`src/rtl/irqc_pkg.sv`:
```
package irqc_pkg;
   localparam int LVL_CNT = 7;
   localparam int LANE_W  = 8;
endpackage

```
`src/rtl/irqc_tick_div.sv`:
```
module irqc_tick_div #(
   parameter int TICK_DIV = 1000000
) (
   input  logic clk,
   input  logic rst_n,
   output logic tick
);
   localparam int CNT_W = (TICK_DIV > 1) ? $clog2(TICK_DIV) : 1;
   localparam logic [CNT_W-1:0] LAST = CNT_W'(TICK_DIV - 1);

   logic [CNT_W-1:0] cnt_q;

   initial assert (TICK_DIV >= 2) else $error("TICK_DIV must be at least 2");

   always_ff @(posedge clk) begin
      if (!rst_n) begin
         cnt_q <= '0;
         tick  <= 1'b0;
      end else begin
         tick <= (cnt_q == LAST);
         if (cnt_q == LAST) cnt_q <= '0;
         else               cnt_q <= cnt_q + 1'b1;
      end
   end

   // the tick strobe lasts one cycle
   a_r6_tick_single: assert property (@(posedge clk) disable iff (!rst_n)
      tick |=> !tick);
   // the divider count stays in range
   a_r6_cnt_range: assert property (@(posedge clk) disable iff (!rst_n)
      cnt_q <= LAST);
endmodule

```
`src/rtl/irqc_lane_reg.sv`:
```
module irqc_lane_reg
   import irqc_pkg::*;
#(
   parameter int DATA_W = 32
) (
   input  logic              clk,
   input  logic              rst_n,
   input  logic              wr_en,
   input  logic [DATA_W-1:0] wr_data,
   input  logic [DATA_W/LANE_W-1:0] wr_be,
   output logic [DATA_W-1:0] nxt_val,
   output logic [DATA_W-1:0] q
);
   localparam int LANES = DATA_W / LANE_W;

   initial assert (DATA_W % LANE_W == 0) else $error("DATA_W must be whole lanes");

   for (genvar k = 0; k < LANES; k++) begin : g_lane
      assign nxt_val[k*LANE_W +: LANE_W] = wr_be[k] ? wr_data[k*LANE_W +: LANE_W]
                                                    : q[k*LANE_W +: LANE_W];
      always_ff @(posedge clk) begin
         if (!rst_n)     q[k*LANE_W +: LANE_W] <= '0;
         else if (wr_en) q[k*LANE_W +: LANE_W] <= nxt_val[k*LANE_W +: LANE_W];
      end
      // a masked lane keeps its value
      a_r2_lane_hold: assert property (@(posedge clk) disable iff (!rst_n)
         (wr_en && !wr_be[k]) |=> $stable(q[k*LANE_W +: LANE_W]));
      // an enabled lane takes the written byte
      a_r2_lane_load: assert property (@(posedge clk) disable iff (!rst_n)
         (wr_en && wr_be[k]) |=> (q[k*LANE_W +: LANE_W] == $past(wr_data[k*LANE_W +: LANE_W])));
   end
endmodule

```
`src/rtl/irqc_lvl7.sv`:
```
module irqc_lvl7 (
   input  logic clk,
   input  logic rst_n,
   input  logic tick,
   input  logic gate_on,
   input  logic kill,
   output logic req
);
   logic rearm_q;

   always_ff @(posedge clk) begin
      if (!rst_n) begin
         req     <= 1'b0;
         rearm_q <= 1'b0;
      end else if (kill) begin
         req     <= 1'b0;
         rearm_q <= 1'b0;
      end else if (rearm_q) begin
         req     <= 1'b1;
         rearm_q <= 1'b0;
      end else if (tick && gate_on) begin
         req     <= 1'b0;
         rearm_q <= 1'b1;
      end
   end

   // a gate-clearing write drops the tick request
   a_r5_kill_drops: assert property (@(posedge clk) disable iff (!rst_n)
      kill |=> (!req && !rearm_q));
   // a gated tick makes a one-cycle low
   a_r6_dip: assert property (@(posedge clk) disable iff (!rst_n)
      (tick && gate_on && !kill && !rearm_q) |=> (!req && rearm_q));
   // the request comes back after the dip
   a_r6_rearm: assert property (@(posedge clk) disable iff (!rst_n)
      (rearm_q && !kill) |=> req);
endmodule

```
`src/rtl/irqc_top.sv`:
```
module irqc_top
   import irqc_pkg::*;
#(
   parameter int DATA_W        = 32,
   parameter int MASTER_BIT    = 24,
   parameter int SW_BASE_BIT   = 25,
   parameter int SW_CNT        = 3,
   parameter int TICK_GATE_BIT = 31,
   parameter int TICK_DIV      = 200000
) (
   input  logic                     clk,
   input  logic                     rst_n,
   input  logic                     wr_en,
   input  logic [DATA_W-1:0]        wr_data,
   input  logic [DATA_W/LANE_W-1:0] wr_be,
   output logic [DATA_W-1:0]        rd_data,
   input  logic                     mem_err_req,
   output logic [LVL_CNT-1:0]       irq_lvl
);
   initial begin
      assert (SW_CNT >= 1 && SW_CNT <= LVL_CNT - 1) else $error("SW_CNT out of range");
      assert (MASTER_BIT < DATA_W && TICK_GATE_BIT < DATA_W) else $error("bit out of range");
      assert (SW_BASE_BIT + SW_CNT <= DATA_W) else $error("software bits out of range");
   end

   logic [DATA_W-1:0] reg_q, reg_nxt;
   logic tick, t7_req, master, kill;

   irqc_lane_reg #(.DATA_W(DATA_W)) u_reg (
      .clk(clk), .rst_n(rst_n), .wr_en(wr_en), .wr_data(wr_data),
      .wr_be(wr_be), .nxt_val(reg_nxt), .q(reg_q));

   irqc_tick_div #(.TICK_DIV(TICK_DIV)) u_div (
      .clk(clk), .rst_n(rst_n), .tick(tick));

   assign master = reg_q[MASTER_BIT];
   assign kill   = wr_en && !(reg_nxt[MASTER_BIT] && reg_nxt[TICK_GATE_BIT]);

   irqc_lvl7 u_l7 (
      .clk(clk), .rst_n(rst_n), .tick(tick),
      .gate_on(master && reg_q[TICK_GATE_BIT]), .kill(kill), .req(t7_req));

   for (genvar i = 0; i < LVL_CNT; i++) begin : g_lvl
      if (i < SW_CNT) begin : g_sw
         assign irq_lvl[i] = master && reg_q[SW_BASE_BIT + i];
      end else if (i == LVL_CNT - 1) begin : g_top
         assign irq_lvl[i] = master && (t7_req || mem_err_req);
      end else begin : g_none
         assign irq_lvl[i] = 1'b0;
      end
   end

   assign rd_data = reg_q;

   // a write clearing the master bit drops every level
   a_r3_master_clear: assert property (@(posedge clk) disable iff (!rst_n)
      (wr_en && wr_be[MASTER_BIT/LANE_W] && !wr_data[MASTER_BIT]) |=> (irq_lvl == '0));
   // a memory-error request reaches level 7 under the master bit
   a_r7_mem_err: assert property (@(posedge clk) disable iff (!rst_n)
      (mem_err_req && rd_data[MASTER_BIT]) |-> irq_lvl[LVL_CNT-1]);
   // the unused middle levels stay low
   a_r8_mid_low: assert property (@(posedge clk) disable iff (!rst_n)
      irq_lvl[LVL_CNT-2:SW_CNT] == '0);
endmodule

```
`config.mk`:
```
export PLATFORM = sky130hd
export DESIGN_NAME = irqc_top
export DESIGN_NICKNAME = d
export VERILOG_FILES = /design/src/rtl/irqc_pkg.sv /design/src/rtl/irqc_tick_div.sv /design/src/rtl/irqc_lane_reg.sv /design/src/rtl/irqc_lvl7.sv /design/src/rtl/irqc_top.sv
export SDC_FILE = /design/constraint.sdc
export NUM_CORES = 1
export LEC_CHECK = 0
export ABC_CLOCK_PERIOD_IN_PS = 5810
export BUFFER_PORTS_ARGS = -buffer_cell sky130_fd_sc_hd__buf_2
export CORE_UTILIZATION = 50
export DETAILED_ROUTE_END_ITERATION = 8
export PLACE_DENSITY = 0.81
export SYNTH_ARGS = -nofsm -noshare
export SYNTH_HDL_FRONTEND = slang
export SYNTH_SLANG_ARGS = --single-unit
```
`constraint.sdc`:
```
create_clock -name clk -period 5.81 [get_ports clk]
set_clock_uncertainty 0.15 [all_clocks]
set_input_delay 1.162 -clock clk [delete_from_list [all_inputs] [get_ports clk]]
set_output_delay 1.162 -clock clk [all_outputs]
set_load 0.02 [all_outputs]
```
After elaboration in Yosys (flattened, before gate mapping)
Cells that the tools add are included.

Mux-type cells: 4. Equality and inequality tests: 1. Bitwise operators: 1. Add/sub/neg operators: 1. Reduce and logical (&&, ||, !) cells: 18.

Operators with widths (number): adder 18 x 1 -> 18 bit, second input constant (1); == test 18 bit, second input constant (1); logical AND 1 bit (8); 2-to-1 mux 8 bit (1); AND reduction 2 bit (4); OR reduction 2 bit (2); 2-to-1 mux 1 bit (3); OR reduction 3 bit (1); nonzero test 2 bit (1); zero test 1 bit (1); logical OR 1 bit (1); NOT 1 bit (1).

Register bits: 53. Bits of input ports: 40. Output and inout bits: 39. Logic and storage cells: 34.

Logic depth before layout (Yosys ltp)
Depth in word-level cells: 5. Depth in mapped cells: 6. Gate-level depth less buffers: 5.

By module
Synthesis repeated with hierarchy kept, for this count alone.

Cell total of the unflattened synthesis: 297. Area, all modules: 2884.0 µm².

Modules (own cells, without submodules): irqc_lane_reg (seq. area each 640.6 µm², area an instance 1874.3 µm², cells each 187, instances 1); irqc_tick_div (seq. area each 380.4 µm², area an instance 867.1 µm², cells each 93, instances 1); irqc_lvl7 (seq. area each 40.0 µm², area an instance 76.3 µm², cells each 7, instances 1); irqc_top (seq. area each 0.0 µm², area an instance 66.3 µm², cells each 10, instances 1).

Worst setup path before layout
No wires, ideal clock.

Path type: input to output. Start point: input port mem_err_req. End point: output port irq_lvl[6]. Buffers on the path: 0. Required time: 4.498 ns. Slack: 3.113 ns. Stages on the path: 1. Arrival: 1.385 ns. Cell sequence: o21a_1.

Cells in the longest elaborated chain, start to end: 2.

RTL lines: start, declared (line irqc_top.sv:17) `input logic mem_err_req,`; logical OR 1 bit (line irqc_top.sv:47) `assign irq_lvl[i] = master && (t7_req || mem_err_req);`; logical AND 1 bit (line irqc_top.sv:47); end, declared (line irqc_top.sv:18) `output logic [LVL_CNT-1:0] irq_lvl`.

No other way between the ends.

Final worst setup path
Ends and elaborated chain as after synthesis.

==> results.json <==
{
  "drive_above_1_share": 0.268,
  "syn_avg_cell_area_sq_um": 8.23,
  "h-tree-depth": 2,
  "initial_core_util": 0.525,
  "outcome": "complete, no violations",
  "cpLargestDelayFamily": "buffers and inverters",
  "path_common_cell": "buf_2",
  "routed.top_layer": "met4",
  "finalCritPeriodShare": 0.494,
  "io_buffers": 75,
  "synth_area_sq_um": 2130,
  "wl_per_cell_microns": 11.6,
  "clockBufferDepth": 2,
  "seqCellArea_sq_um": 1060,
  "dp_hpwl_mm": 3.15,
  "wl_met1_mm": 1.92,
  "crit_chain": "buf_2, o21a_1, buf_2",
  "timing.final.crit_period_ps": 2870,
  "die_w_microns": 67.3,
  "insertion_delay_ps": 310,
  "hold_violations": 0,
  "cp.arrival_ps": 1560,
  "gp_congestion": 0.869,
  "whs_ps": 284,
  "vias": 1940,
  "synth_area_leaders": "dfxtp_1 (50%), nand3_1 (9.4%), a21oi_1 (8.5%)",
  "n_antenna_cell": 0,
  "path_buf_inv": 2,
  "ant_nets": 0,
  "yosys_warnings": 0,
  "drv_slew": 0,
  "synth_top_area_share": 0.498,
  "synthCells": 259,
  "slew_headroom": 0.360,
  "ys.flop_type": "dfxtp_1",
  "setup_tns_ps": 0,
  "clk_pin_slew_worst_paths_ps": 80,
  "cts_hold_buf": 0,
  "drc": 0,
  "max_stage_delay_ps": 150,
  "die_area_sq_um": 4530,
  "clock_power_share": 0.386,
  "ctsResizeCount": 0,
  "core_sq_um": 4060,
  "async_flop_share": 0,
  "cp_slowest_cell": "o21a_1",
  "rsz0062_at_grt": "false",
  "grt_max_degree": 38,
  "met3_length_microns": 332,
  "antenna_found_initial": 0,
  "multiInputGateArea_sq_um": 970,
  "setup_viol": 0,
  "p_per_area_nw_per_um2": 280,
  "root_buffer": "clkbuf_8",
  "cts_inserted_buffers": 5,
  "synth_commonest_cells": "dfxtp_1 (53), nand2_1 (41), nand3_1 (40)",
  "yosysSeqAreaShare": 0.498,
  "p_int_mw": 0.572,
  "grt_pass1_wl_mm": 6.78,
  "critical_path_required_ps": 4500,
  "yosys.area.top_type": "dfxtp_1",
  "p_sw_frac": 0.225,
  "fin_cells": 378,
  "ys_seq_elements": 53,
  "vdd_drop_max_mv": 0.161,
  "track_usage": 0.199,
  "drt_first_pass_iters": 4,
  "vias_per_cell": 5.13,
  "grt_pass1_vias": 1585,
  "crit_type": "in2out",
  "worstSetupStartpointType": "input pin",
  "gr-total-overflow": 0,
  "n_fill_cell": 348,
  "pin_count": 79,
  "end_kind": "output pin",
  "power.share.sequential": 0.518,
  "post-cts-setup-buffers": 0,
  "clock.fmax_mhz": 348,
  "pwr-share-comb": 0.097,
  "rows": 23,
  "yosysUniqueCellTypes": 32,
  "p_total_mw": 0.738,
  "synth_edf_count": 0,
  "drtIter0Drc": 77,
  "layout.nets": 368,
  "wl_met2_mm": 2.08,
  "min_path_type": "reg2reg",
  "wl_mm": 4.38,
  "die_y_microns": 67.3,
  "clkSinkCount": 53,
  "dp_cells": 370,
  "yosysMostFrequentCell": "dfxtp_1",
  "p_switching_mw": 0.166,
  "syn_to_final_growth_pct": 23.5,
  "p_leak_nw": 1.08,
  "cap_viol_max_count": 0,
  "crit_path_max_fanout": 1,
  "final_util": 0.649,
  "worst_slew_pin_slew_ps": 959,
  "cts_tree": "done"
}
final cells by class:
class,count,share of cell area
Sequential cell,53,0.403
Clock inverter,3,0.0247
Timing Repair Buffer,75,0.143
Clock buffer,5,0.0261
Multi-Input combinational cell,184,0.368
Inverter,8,0.0114
Tap cell,50,0.0238
flip-flops by register name, indices dropped and copies added, names as in the netlist:
| signal | count |
|---|---|
| u_l7.req | 1 |
| u_div.tick | 1 |
| u_reg.q | 32 |
| u_l7.rearm_q | 1 |
| u_div.cnt_q | 18 |
power groups by stage:
| stage | clock network, mW | registers (mW) | logic (mW) |
|---|---|---|---|
| floorplan | 0 | 0.402 | 0.0331 |
| CTS | 0.292 | 0.382 | 0.0722 |
| finish | 0.284 | 0.382 | 0.0715 |
| detailed placement | 0 | 0.391 | 0.0719 |
| global placement | 0 | 0.390 | 0.0705 |
| global route | 0.310 | 0.384 | 0.0794 |
path summary, 6_finish.rpt:
check	from	cells after the start	slack [ps]	end
max	mem_err_req	3	2940	irq_lvl[6]
min	u_l7.rearm_q	1	280	u_l7.rearm_q
max reg2reg	u_div.cnt_q[12]	4	3640	u_div.cnt_q[2]
min reg2reg	u_l7.rearm_q	1	280	u_l7.rearm_q
worst reg2reg max path, stage by stage, from the launching register on:
cell and delay, ps:
dfxtp_1 360, or4b_1 510, or4_4 510, o21ai_4 410, nor2_1 100
per-stage QoR:
step                      setup slack (ps)  cell area, sq um
after floorplan                       3110              2140
final                                 2940              2630
after detailed placement              2940              2500
after global placement                2940              2500
after global routing                  2930              2630
after CTS                             2940              2630
per-layer routing:
layer | track usage | up-vias
met5 | 0 | -
met4 | 0.0745 | 0
met3 | 0.0743 | 5
met2 | 0.329 | 54
met1 | 0.233 | 865
li1 | - | 1016
cells in the final DEF, fill, tap and decap left out:
cell       Yosys  final
xnor2_1       11     11
nor3_1         6      6
o21ai_4        1      1
inv_1          8      8
conb_1         1      3
xor2_1         2      2
dfxtp_1       53     53
o41ai_1        1      1
buf_2          0     75
o211ai_1       1      1
o21a_1         1      1
nor4bb_1       1      1
o21ai_0        1      1
or4_4          1      1
or4b_1         1      1
a21oi_1       36     36
nand2_1       41     41
ha_1           1      1
and3_2         1      1
bufinv_16      0      2
nor2_1        17     17
nand3_1       40     40
nor4_1         5      5
clkinv_2       0      1
o31ai_1        1      1
or4_1          2      2
or3_1          1      1
clkbuf_8       0      5
or3b_2         1      1
and2_1         3      3
and2_2         1      1
nand4_1        4      4
kinds of logic (layout without fill, tap and decap cells):
family                   count (synthesis)  after routing  synth area share
AND/OR/NAND/NOR                        125            125             0.281
adder cells (fa/ha/maj)                  1              1           0.00587
XOR/XNOR                                13             13            0.0534
other                                    1              3           0.00176
buffers and inverters                   24             91            0.0511
AO/OA/AOI/OAI                           42             42             0.109
flip-flops                              53             53             0.498
Power figures use the tool's default switching activity.
